<file path="src/rtl/dpll_pkg.sv">
package dpll_pkg;

  typedef enum logic [2:0] {
    CMD_NOP      = 3'b000,
    CMD_HUNT     = 3'b001,
    CMD_RSVD     = 3'b010,
    CMD_STOP     = 3'b011,
    CMD_SRC_BRG  = 3'b100,
    CMD_SRC_PIN  = 3'b101,
    CMD_MODE_FM  = 3'b110,
    CMD_MODE_NRZ = 3'b111
  } cmd_e;

  typedef enum logic {
    SRC_PIN = 1'b0,
    SRC_BRG = 1'b1
  } src_e;

  typedef enum logic {
    MODE_NRZ = 1'b0,
    MODE_FM  = 1'b1
  } mode_e;

endpackage

</file>
<file path="src/rtl/dpll_ctrl.sv">
module dpll_ctrl
  import dpll_pkg::*;
(
  input  logic       clk,
  input  logic       rst_n,
  input  logic       cmd_we,
  input  logic [2:0] cmd_code,
  input  logic       lock_evt,
  output logic       en,
  output logic       hunting,
  output src_e       src,
  output mode_e      mode,
  output logic       phase_clr
);

  logic cfg_ok;

  // configuration commands are honoured only with the loop stopped
  assign cfg_ok    = cmd_we && !en;
  assign phase_clr = cfg_ok &&
                     (cmd_code == CMD_MODE_FM || cmd_code == CMD_MODE_NRZ);

  always_ff @(posedge clk or negedge rst_n) begin
    if (!rst_n) begin
      en      <= 1'b0;
      hunting <= 1'b0;
      src     <= SRC_PIN;
      mode    <= MODE_NRZ;
    end else begin
      if (lock_evt) hunting <= 1'b0;
      if (cmd_we) begin
        case (cmd_code)
          CMD_HUNT: begin
            en      <= 1'b1;
            hunting <= 1'b1;
          end
          CMD_STOP: begin
            en      <= 1'b0;
            hunting <= 1'b0;
          end
          CMD_SRC_BRG:  if (cfg_ok) src  <= SRC_BRG;
          CMD_SRC_PIN:  if (cfg_ok) src  <= SRC_PIN;
          CMD_MODE_FM:  if (cfg_ok) mode <= MODE_FM;
          CMD_MODE_NRZ: if (cfg_ok) mode <= MODE_NRZ;
          default: ;
        endcase
      end
    end
  end

endmodule

</file>
<file path="src/rtl/dpll_edge.sv">
module dpll_edge
  import dpll_pkg::*;
(
  input  logic clk,
  input  logic rst_n,
  input  src_e src,
  input  logic en,
  input  logic brg_tick,
  input  logic pin_tick,
  input  logic rx_data,
  output logic sel_tick,
  output logic edge_evt
);

  logic last_lvl;

  assign sel_tick = (src == SRC_BRG) ? brg_tick : pin_tick;
  assign edge_evt = en && sel_tick && (rx_data != last_lvl);

  // the line level is tracked on every selected tick, even while stopped,
  // so that starting the loop does not invent a transition
  always_ff @(posedge clk or negedge rst_n) begin
    if (!rst_n)        last_lvl <= 1'b0;
    else if (sel_tick) last_lvl <= rx_data;
  end

endmodule

</file>
<file path="src/rtl/dpll_phase.sv">
module dpll_phase
  import dpll_pkg::*;
#(
  parameter int CNT_W = 5
) (
  input  logic             clk,
  input  logic             rst_n,
  input  logic             en,
  input  logic             sel_tick,
  input  logic             edge_evt,
  input  logic             hunting,
  input  logic             clr,
  input  mode_e            mode,
  output logic [CNT_W-1:0] phase
);

  localparam int NR_P = 1 << CNT_W;
  localparam int FM_P = 1 << (CNT_W - 1);
  localparam logic [CNT_W:0] NR_LAST  = (CNT_W+1)'(NR_P - 1);
  localparam logic [CNT_W:0] FM_LAST  = (CNT_W+1)'(FM_P - 1);
  localparam logic [CNT_W:0] NR_EARLY = (CNT_W+1)'(NR_P / 2);
  localparam logic [CNT_W:0] FM_EARLY = (CNT_W+1)'(FM_P - FM_P / 4);
  localparam logic [CNT_W:0] NR_LATE  = (CNT_W+1)'(NR_P / 2);
  localparam logic [CNT_W:0] FM_LATE  = (CNT_W+1)'(FM_P / 4);

  logic [CNT_W:0]   cur, last, early_lo, late_hi;
  logic [CNT_W-1:0] inc1, inc2, nxt;

  assign cur      = {1'b0, phase};
  assign last     = (mode == MODE_FM) ? FM_LAST  : NR_LAST;
  assign early_lo = (mode == MODE_FM) ? FM_EARLY : NR_EARLY;
  assign late_hi  = (mode == MODE_FM) ? FM_LATE  : NR_LATE;

  // normal step, and the shortened step that skips one count
  assign inc1 = (cur == last) ? '0 : phase + CNT_W'(1);
  assign inc2 = ((cur + (CNT_W+1)'(2)) > last) ? '0 : phase + CNT_W'(2);

  always_comb begin
    nxt = phase;
    if (clr) begin
      nxt = '0;
    end else if (en && sel_tick) begin
      if (!edge_evt)                 nxt = inc1;
      else if (hunting)              nxt = '0;
      else if (cur == last)          nxt = '0;
      else if (cur >= early_lo)      nxt = inc2;
      else if (cur < late_hi)        nxt = phase;
      else                           nxt = inc1;
    end
  end

  always_ff @(posedge clk or negedge rst_n) begin
    if (!rst_n) phase <= '0;
    else        phase <= nxt;
  end

endmodule

</file>
<file path="src/rtl/dpll_decode.sv">
module dpll_decode
  import dpll_pkg::*;
#(
  parameter int CNT_W = 5
) (
  input  mode_e            mode,
  input  logic [CNT_W-1:0] phase,
  output logic             rx_clk,
  output logic             tx_clk
);

  logic [1:0] rx_m, tx_m;

  for (genvar m = 0; m < 2; m++) begin : g_mode
    if (m == 0) begin : g_nrz
      assign rx_m[m] = phase[CNT_W-1];
      assign tx_m[m] = phase[CNT_W-1];
    end else begin : g_fm
      assign rx_m[m] = phase[CNT_W-3];
      assign tx_m[m] = phase[CNT_W-2];
    end
  end

  assign rx_clk = (mode == MODE_FM) ? rx_m[1] : rx_m[0];
  assign tx_clk = (mode == MODE_FM) ? tx_m[1] : tx_m[0];

endmodule

</file>
<file path="src/rtl/dpll_clkrec.sv">
module dpll_clkrec
  import dpll_pkg::*;
#(
  parameter int CNT_W = 5
) (
  input  logic             clk,
  input  logic             rst_n,
  input  logic             cmd_we,
  input  logic [2:0]       cmd_code,
  input  logic             brg_tick,
  input  logic             pin_tick,
  input  logic             rx_data,
  output logic             rx_clk,
  output logic             tx_clk,
  output logic [CNT_W-1:0] phase,
  output logic             hunting
);

  logic  en, sel_tick, edge_evt, lock_evt, phase_clr;
  src_e  src;
  mode_e mode;

  assign lock_evt = hunting && edge_evt;

  dpll_ctrl u_ctrl (
    .clk      (clk),
    .rst_n    (rst_n),
    .cmd_we   (cmd_we),
    .cmd_code (cmd_code),
    .lock_evt (lock_evt),
    .en       (en),
    .hunting  (hunting),
    .src      (src),
    .mode     (mode),
    .phase_clr(phase_clr)
  );

  dpll_edge u_edge (
    .clk     (clk),
    .rst_n   (rst_n),
    .src     (src),
    .en      (en),
    .brg_tick(brg_tick),
    .pin_tick(pin_tick),
    .rx_data (rx_data),
    .sel_tick(sel_tick),
    .edge_evt(edge_evt)
  );

  dpll_phase #(.CNT_W(CNT_W)) u_phase (
    .clk     (clk),
    .rst_n   (rst_n),
    .en      (en),
    .sel_tick(sel_tick),
    .edge_evt(edge_evt),
    .hunting (hunting),
    .clr     (phase_clr),
    .mode    (mode),
    .phase   (phase)
  );

  dpll_decode #(.CNT_W(CNT_W)) u_decode (
    .mode  (mode),
    .phase (phase),
    .rx_clk(rx_clk),
    .tx_clk(tx_clk)
  );

endmodule

</file>
<file path="config.mk">
export PLATFORM = sky130hd
export DESIGN_NAME = dpll_clkrec
export DESIGN_NICKNAME = d
export VERILOG_FILES = /design/src/rtl/dpll_pkg.sv /design/src/rtl/dpll_ctrl.sv /design/src/rtl/dpll_edge.sv /design/src/rtl/dpll_phase.sv /design/src/rtl/dpll_decode.sv /design/src/rtl/dpll_clkrec.sv
export SDC_FILE = /design/constraint.sdc
export NUM_CORES = 1
export LEC_CHECK = 0
export ABC_CLOCK_PERIOD_IN_PS = 2900
export BUFFER_PORTS_ARGS = -buffer_cell sky130_fd_sc_hd__buf_2
export CELL_PAD_IN_SITES_DETAIL_PLACEMENT = 0
export CELL_PAD_IN_SITES_GLOBAL_PLACEMENT = 1
export CORE_AREA = 10 10 58 60
export CTS_CLUSTER_DIAMETER = 120
export CTS_CLUSTER_SIZE = 8
export DETAILED_ROUTE_END_ITERATION = 10
export DIE_AREA = 0 0 68 70
export GPL_TIMING_DRIVEN = 0
export PLACE_DENSITY_LB_ADDON = 0.3
export SETUP_SLACK_MARGIN = 0.3
export SYNTH_ARGS = -nofsm -noshare
export SYNTH_HDL_FRONTEND = slang
export SYNTH_SLANG_ARGS = --single-unit
</file>
<file path="constraint.sdc">
create_clock -name clk -period 2.9 [get_ports clk]
set_input_delay 0.58 -clock clk [delete_from_list [all_inputs] [get_ports clk]]
set_output_delay 0.58 -clock clk [all_outputs]
set_load 0.02 [all_outputs]
</file>
Word-level counts from Yosys, hierarchy flattened. Cells that the tools add are included.

Reductions and logical operators: 15. Div/mod/pow operators: 0. Bitwise logic cells: 0. Shift operators: 0. Mux-type cells: 23. Magnitude comparators: 3. Multiply operators: 0. Eq/ne operators: 13. Add/sub/neg operators: 3.

Operators by type and width (number): two-way mux 5 bit (12); equality test 3 bit, second input constant (4); inequality test 2 x 1 -> 1 bit, second input constant (4); case mux 1 bit (2 select lines) (4); AND reduction 4 bit (2); nonzero test 2 bit (4); two-way mux 1 bit (7); adder 5 x 2 -> 6 bit, second input constant (1); equality test 5 x 6 -> 1 bit (1); greater-or-equal comparator 5 x 6 -> 1 bit (1); > comparator 6 bit (1); less-than comparator 5 x 6 -> 1 bit (1); inequality test 6 x 4 -> 1 bit, second input constant (1); adder 5 x 1 -> 5 bit, second input constant (1); adder 5 x 2 -> 5 bit, second input constant (1); logical AND 1 bit (5); AND reduction 2 bit (2); equality test 3 x 1 -> 1 bit, second input constant (1); equality test 3 x 2 -> 1 bit, second input constant (1); logical NOT 1 bit (1); logical OR 1 bit (1); inequality test 1 bit (1).

Word-level logic and storage cells: 63. Bits in latches: 0. RAM bits: 0. Input port bits: 9. Memories kept: 0. Bits in registers: 10. Output and inout bits: 8. ROM bits: 0.

Logic depth before layout (Yosys ltp).
Depth in word-level cells: 10. Gate-level depth with buffers: 9. Mapped depth without buffers: 8.

Hierarchy. A second synthesis with hierarchy kept.

Cells, all modules: 99. Area, all modules: 962.2 um^2.

By module, submodules not included: dpll_phase (cells an instance 76, instances 1, area each 673.1 um^2); dpll_ctrl (cells an instance 15, instances 1, area each 188.9 um^2); dpll_edge (cells an instance 5, instances 1, area each 71.3 um^2); dpll_decode (cells an instance 2, instances 1, area each 22.5 um^2); dpll_clkrec (cells an instance 1, instances 1, area each 6.3 um^2).

Worst setup path after synthesis. OpenSTA, ideal clock, no wires.

Path kind: register to register. Start: reg u_phase.phase[3]. End: reg u_phase.phase[3]. Cell stages (with the launch flop): 10. Required time: 2.834 ns. Arrival: 2.141 ns. Setup slack: 0.692 ns. Path buffers: 1. Cell sequence: dfrtp_1 -> buf_2 -> nand3_1 -> xnor2_1 -> ha_1 -> o211a_1 -> a211oi_1 -> o211ai_2 -> nor4b_2 -> a221o_1.

Cells in the longest elaborated chain, start to end: 9. Elaborated cells on any way between the ends: 18. Classes of those cells: add/sub (3); order compare (3); eq/ne (2); mux (9); reduce/logical (1).

Ends and longest elaborated chain: from (decl) (RTL line dpll_phase.sv:14) `output logic [CNT_W-1:0] phase`; from (signal assigned) (RTL line dpll_phase.sv:54) `else phase <= nxt;`; adder 5 x 2 -> 6 bit (tied with other cells) (RTL line dpll_phase.sv:36) `assign inc2 = ((cur + (CNT_W+1)'(2)) > last) ? '0 : phase + CNT_W'(2);`; > comparator 6 bit or two-way mux 5 bit (tied branches) (RTL line dpll_phase.sv:36, dpll_phase.sv:35); two-way mux 5 bit (on tied branches) (RTL line dpll_phase.sv:36, dpll_phase.sv:47); two-way mux 5 bit (RTL line dpll_phase.sv:46) `else if (cur >= early_lo) nxt = inc2;`; two-way mux 5 bit (RTL line dpll_phase.sv:45) `else if (cur == last) nxt = '0;`; two-way mux 5 bit (RTL line dpll_phase.sv:44) `else if (hunting) nxt = '0;`; two-way mux 5 bit (RTL line dpll_phase.sv:43) `if (!edge_evt) nxt = inc1;`; two-way mux 5 bit (RTL line dpll_phase.sv:42) `end else if (en && sel_tick) begin`; two-way mux 5 bit (RTL line dpll_phase.sv:40) `if (clr) begin`.

Several ways; a longest one is shown, not always the timed one. The select of a mux whose other input is x is not followed. A chain may end at the register's enable or synchronous reset.

Final worst setup path. Ends and elaborated chain as after synthesis.

==> load_flow_metrics.sql <==
INSERT INTO impl_metrics (metric_group, metric, value, unit) VALUES
('outcome', 'outcome', 'finished, final reports clean', ''),
('layout', 'postLayoutCoreUtil', '44.2', '%'),
('layout', 'finalNetCount', '131', ''),
('timing', 'timing.max_slew.rel_slack', '64.3', '%'),
('global_route', 'grt_overflow_total', '0', ''),
('cts', 'tritoncts', 'yes', ''),
('power_and_ir_drop', 'totalPowerFinal', '0.789', 'mW'),
('placed_design', 'place_area', '993', 'um^2'),
('critical_path', 'startpoint_type', 'flop', ''),
('placed_design', 'port_buffers', '16', ''),
('detailed_routing', 'routed_via_density', '5.49', ''),
('timing', 'final-setup-viol-count', '0', ''),
('cts', 'worstSkewPairLatency', '0.27', 'ns'),
('critical_path', 'r2r.worst_path.cells', '9', ''),
('floorplanning', 'chipHeight', '70', 'um'),
('power_and_ir_drop', 'power.share.sequential', '29.7', '%'),
('floorplanning', 'initial_utilization', '37.4', '%'),
('critical_path', 'critical_path_peak_fanout', '10', ''),
('critical_path', 'endpoint_of_the_worst_slack_reg_to_reg_timing_path', 'u_phase.phase[3]$_DFFE_PN0P_', ''),
('power_and_ir_drop', 'irDropWorstVdd', '0.000411', 'V'),
('floorplanning', 'floorplan.io_pins', '17', ''),
('timing', 'worst_hold_slack', '0.158', 'ns'),
('logic_synthesis', 'synth_area_leaders', 'sky130_fd_sc_hd__dfrtp_1 29%, sky130_fd_sc_hd__ha_1 11%, sky130_fd_sc_hd__nand2_1 4.3%', ''),
('floorplanning', 'placement_rows', '18', ''),
('placed_design', 'finalWeightedCongestion', '0.816', ''),
('cts', 'cts-hold-fix-buffers', '0', ''),
('timing', 'report.final.hold_viol_count', '0', ''),
('detailed_routing', 'routed_vias', '785', ''),
('power_and_ir_drop', 'power.net_switching', '0.352', 'mW'),
('logic_synthesis', 'syn_nets', '110', ''),
('layout', 'final_design_area_no_fill', '1030', 'um^2'),
('global_route', 'pin_count_of_the_biggest_net_entering_global_routing', '11', ''),
('power_and_ir_drop', 'p_int', '0.437', 'mW'),
('power_and_ir_drop', 'power_frac_comb', '54.7', '%'),
('detailed_routing', 'detail_route.drc_violations', '0', ''),
('detailed_routing', 'met1_length', '995', 'um'),
('worst_hold_path', 'hold_path_class', 'in2async', ''),
('global_route', 'groute.usage.overall', '8.73', '%'),
('critical_path', 'cp_data_arrival_time', '2.48', 'ns'),
('cts', 'clock_tree.root_cell', 'sky130_fd_sc_hd__clkbuf_4', ''),
('detailed_routing', 'initialDrtViolationCount', '31', ''),
('global_route', 'via_count_of_the_first_global_routing_pass', '754', ''),
('critical_path', 'crit_type', 'reg2reg', ''),
('placed_design', 'hpwlAfterDp', '1690', 'um'),
('logic_synthesis', 'count_of_mapped_cells_out_of_synthesis', '93', ''),
('logic_synthesis', 'synth_seq_area_share', '28.6', '%'),
('global_route', 'antenna_found_initial', '0', ''),
('cts', 'clock_transition_at_path_regs', '0.06', 'ns'),
('run', 'timing.max_cap.violations', '0', ''),
('detailed_routing', 'routed_wl', '2040', 'um'),
('cts', 'cts.sink_count', '10', ''),
('logic_synthesis', 'ys_seq_elements', '10', ''),
('logic_synthesis', 'yosysWarningCount', '0', ''),
('power_and_ir_drop', 'power_density', '763', 'nW/um^2'),
('critical_path', 'ff2ff_setup_slack', '0.56', 'ns'),
('floorplanning', 'fp.dieArea', '4760', 'um^2'),
('floorplanning', 'fp.dieW', '68', 'um'),
('detailed_routing', 'dr_wl_met2', '920', 'um'),
('detailed_routing', 'avgRoutedWirePerCell', '14.3', 'um'),
('detailed_routing', 'final_antenna_net_count', '0', ''),
('timing', 'rsz_0062_raised_after_global_routing', 'no', ''),
('timing', 'timing_max_transition_violations_final', '0', ''),
('cts', 'cts_buffers', '3', ''),
('detailed_routing', 'uppermost_layer_routed', 'met3', ''),
('global_route', 'grt_first_pass_wirelength', '3390', 'um'),
('critical_path', 'worst_ep_required_time', '3.04', 'ns'),
('detailed_routing', 'detail_route.first_pass.iterations', '4', ''),
('timing', 'worstMarginPinSlew', '0.532', 'ns'),
('detailed_routing', 'dr_wl_met3', '127', 'um'),
('logic_synthesis', 'netlist.area_leader.share', '28.6', '%'),
('cts', 'ctsLongestPathBuffers', '2', '');
[cells in the final DEF, fill, tap and decap left out, types with 2 or more instances in the layout]
cell                       instances
sky130_fd_sc_hd__nand3_1           3
sky130_fd_sc_hd__dfrtp_1          10
sky130_fd_sc_hd__buf_2            17
sky130_fd_sc_hd__a22o_2            2
sky130_fd_sc_hd__xor2_1            2
sky130_fd_sc_hd__a21oi_1           3
sky130_fd_sc_hd__clkbuf_4          3
sky130_fd_sc_hd__ha_1              8
sky130_fd_sc_hd__xnor2_1           2
sky130_fd_sc_hd__o32ai_1           3
sky130_fd_sc_hd__mux2_2            2
sky130_fd_sc_hd__inv_1             5
sky130_fd_sc_hd__nand2b_1          4
sky130_fd_sc_hd__a211oi_2          2
sky130_fd_sc_hd__nand2_1          10
sky130_fd_sc_hd__nor2_1            3
sky130_fd_sc_hd__o21ai_0           5
sky130_fd_sc_hd__a31oi_1           2
sky130_fd_sc_hd__nor3_1            4
sky130_fd_sc_hd__nor3b_1           2
[area by class of cell]
| class | count | area (um^2) |
|---|---|---|
| Sequential cell | 10 | 250 |
| Tap cell | 30 | 37.5 |
| Timing Repair Buffer | 16 | 80.1 |
| Inverter | 5 | 18.8 |
| Clock buffer | 4 | 36.3 |
| Buffer | 1 | 5.00 |
| Multi-Input combinational cell | 77 | 607 |
| Fill cell | 249 | 1310 |
[worst max-delay path by stage]
stage,startpoint,to,slack [ns],depth (start not counted)
after floorplan,u_phase.phase[3]$_DFFE_PN0P_,u_phase.phase[3]$_DFFE_PN0P_,0.69,9
after global placement,u_phase.phase[3]$_DFFE_PN0P_,u_phase.phase[3]$_DFFE_PN0P_,0.58,9
after detailed placement,u_phase.phase[3]$_DFFE_PN0P_,u_phase.phase[3]$_DFFE_PN0P_,0.57,9
after CTS,u_phase.phase[3]$_DFFE_PN0P_,u_phase.phase[3]$_DFFE_PN0P_,0.56,9
after global routing,u_phase.phase[3]$_DFFE_PN0P_,u_phase.phase[3]$_DFFE_PN0P_,0.32,9
final,u_phase.phase[3]$_DFFE_PN0P_,u_phase.phase[3]$_DFFE_PN0P_,0.56,9
[cell usage after synthesis, drive strengths merged]
cell     number
o22ai         1
xor2          2
mux2          2
a31oi         2
a221o         1
a32o          1
or4           1
o221a         1
a21bo         1
nand3         3
nand2b        4
and4          1
mux2i         1
o211a         1
o211ai        1
inv           5
o221ai        1
nor4b         2
dfrtp        10
a32oi         1
and2          1
ha            8
o31a          1
buf           1
o32ai         3
xnor2         2
o2111ai       1
nor2          3
nor3b         2
nor3          4
o21ai         5
a22o          2
nand3b        1
nand4b        1
a211oi        2
nor2b         1
a21oi         3
nand2        10
[per-layer routing]
metal	vias to the layer above	GRT usage, %
met5	-	0
met4	0	0.895
met3	0	3.83
met2	15	12.6
met1	368	11.9
li1	402	-
[repair_timing]
item	CTS	global route
buffers inserted	0	0
resized for setup	0	1
setup endpoints to repair	0	1
[cell families (layout without fill, tap and decap cells)]
logic type	count (synthesis)	after routing	share of synthesized area, %
AO/OA/AOI/OAI	28	28	25.9
XOR/XNOR	4	4	4.00
adder cells (fa/ha/maj)	8	8	11.4
buffers and inverters	6	26	2.71
flip-flops	10	10	28.6
multiplexers	3	3	3.71
AND/OR/NAND/NOR	34	34	23.7
[sequential cells by signal (all words and copies together) (netlist names)]
name and cells:
u_ctrl.mode 1, u_ctrl.hunting 1, u_edge.last_lvl 1, u_phase.phase 5, u_ctrl.en 1, u_ctrl.src 1
[critical path, cell delays in order, from the launching register on]
cell	delay, ns
sky130_fd_sc_hd__dfrtp_1	0.38
sky130_fd_sc_hd__buf_2	0.22
sky130_fd_sc_hd__nand3_1	0.11
sky130_fd_sc_hd__xnor2_1	0.22
sky130_fd_sc_hd__ha_1	0.25
sky130_fd_sc_hd__nor3b_1	0.32
sky130_fd_sc_hd__a211oi_2	0.10
sky130_fd_sc_hd__o211ai_2	0.13
sky130_fd_sc_hd__o32ai_1	0.12
sky130_fd_sc_hd__a221o_1	0.35
[metrics by stage]
step,setup slack (ns),std cells
floorplan,0.692,93
global placement,0.575,139
detailed placement,0.571,139
CTS,0.556,143
global route,0.323,143
finish,0.562,143
[power groups by stage]
stage	combinational (mW)	sequential, mW	clock [mW]
6_report	0.431	0.234	0.124
5_1_grt	0.486	0.245	0.133
4_1_cts	0.432	0.237	0.127
3_5_place_dp	0.429	0.239	0
3_3_place_gp	0.426	0.238	0
2_1_floorplan	0.290	0.258	0
Power figures use the tool's default switching activity.
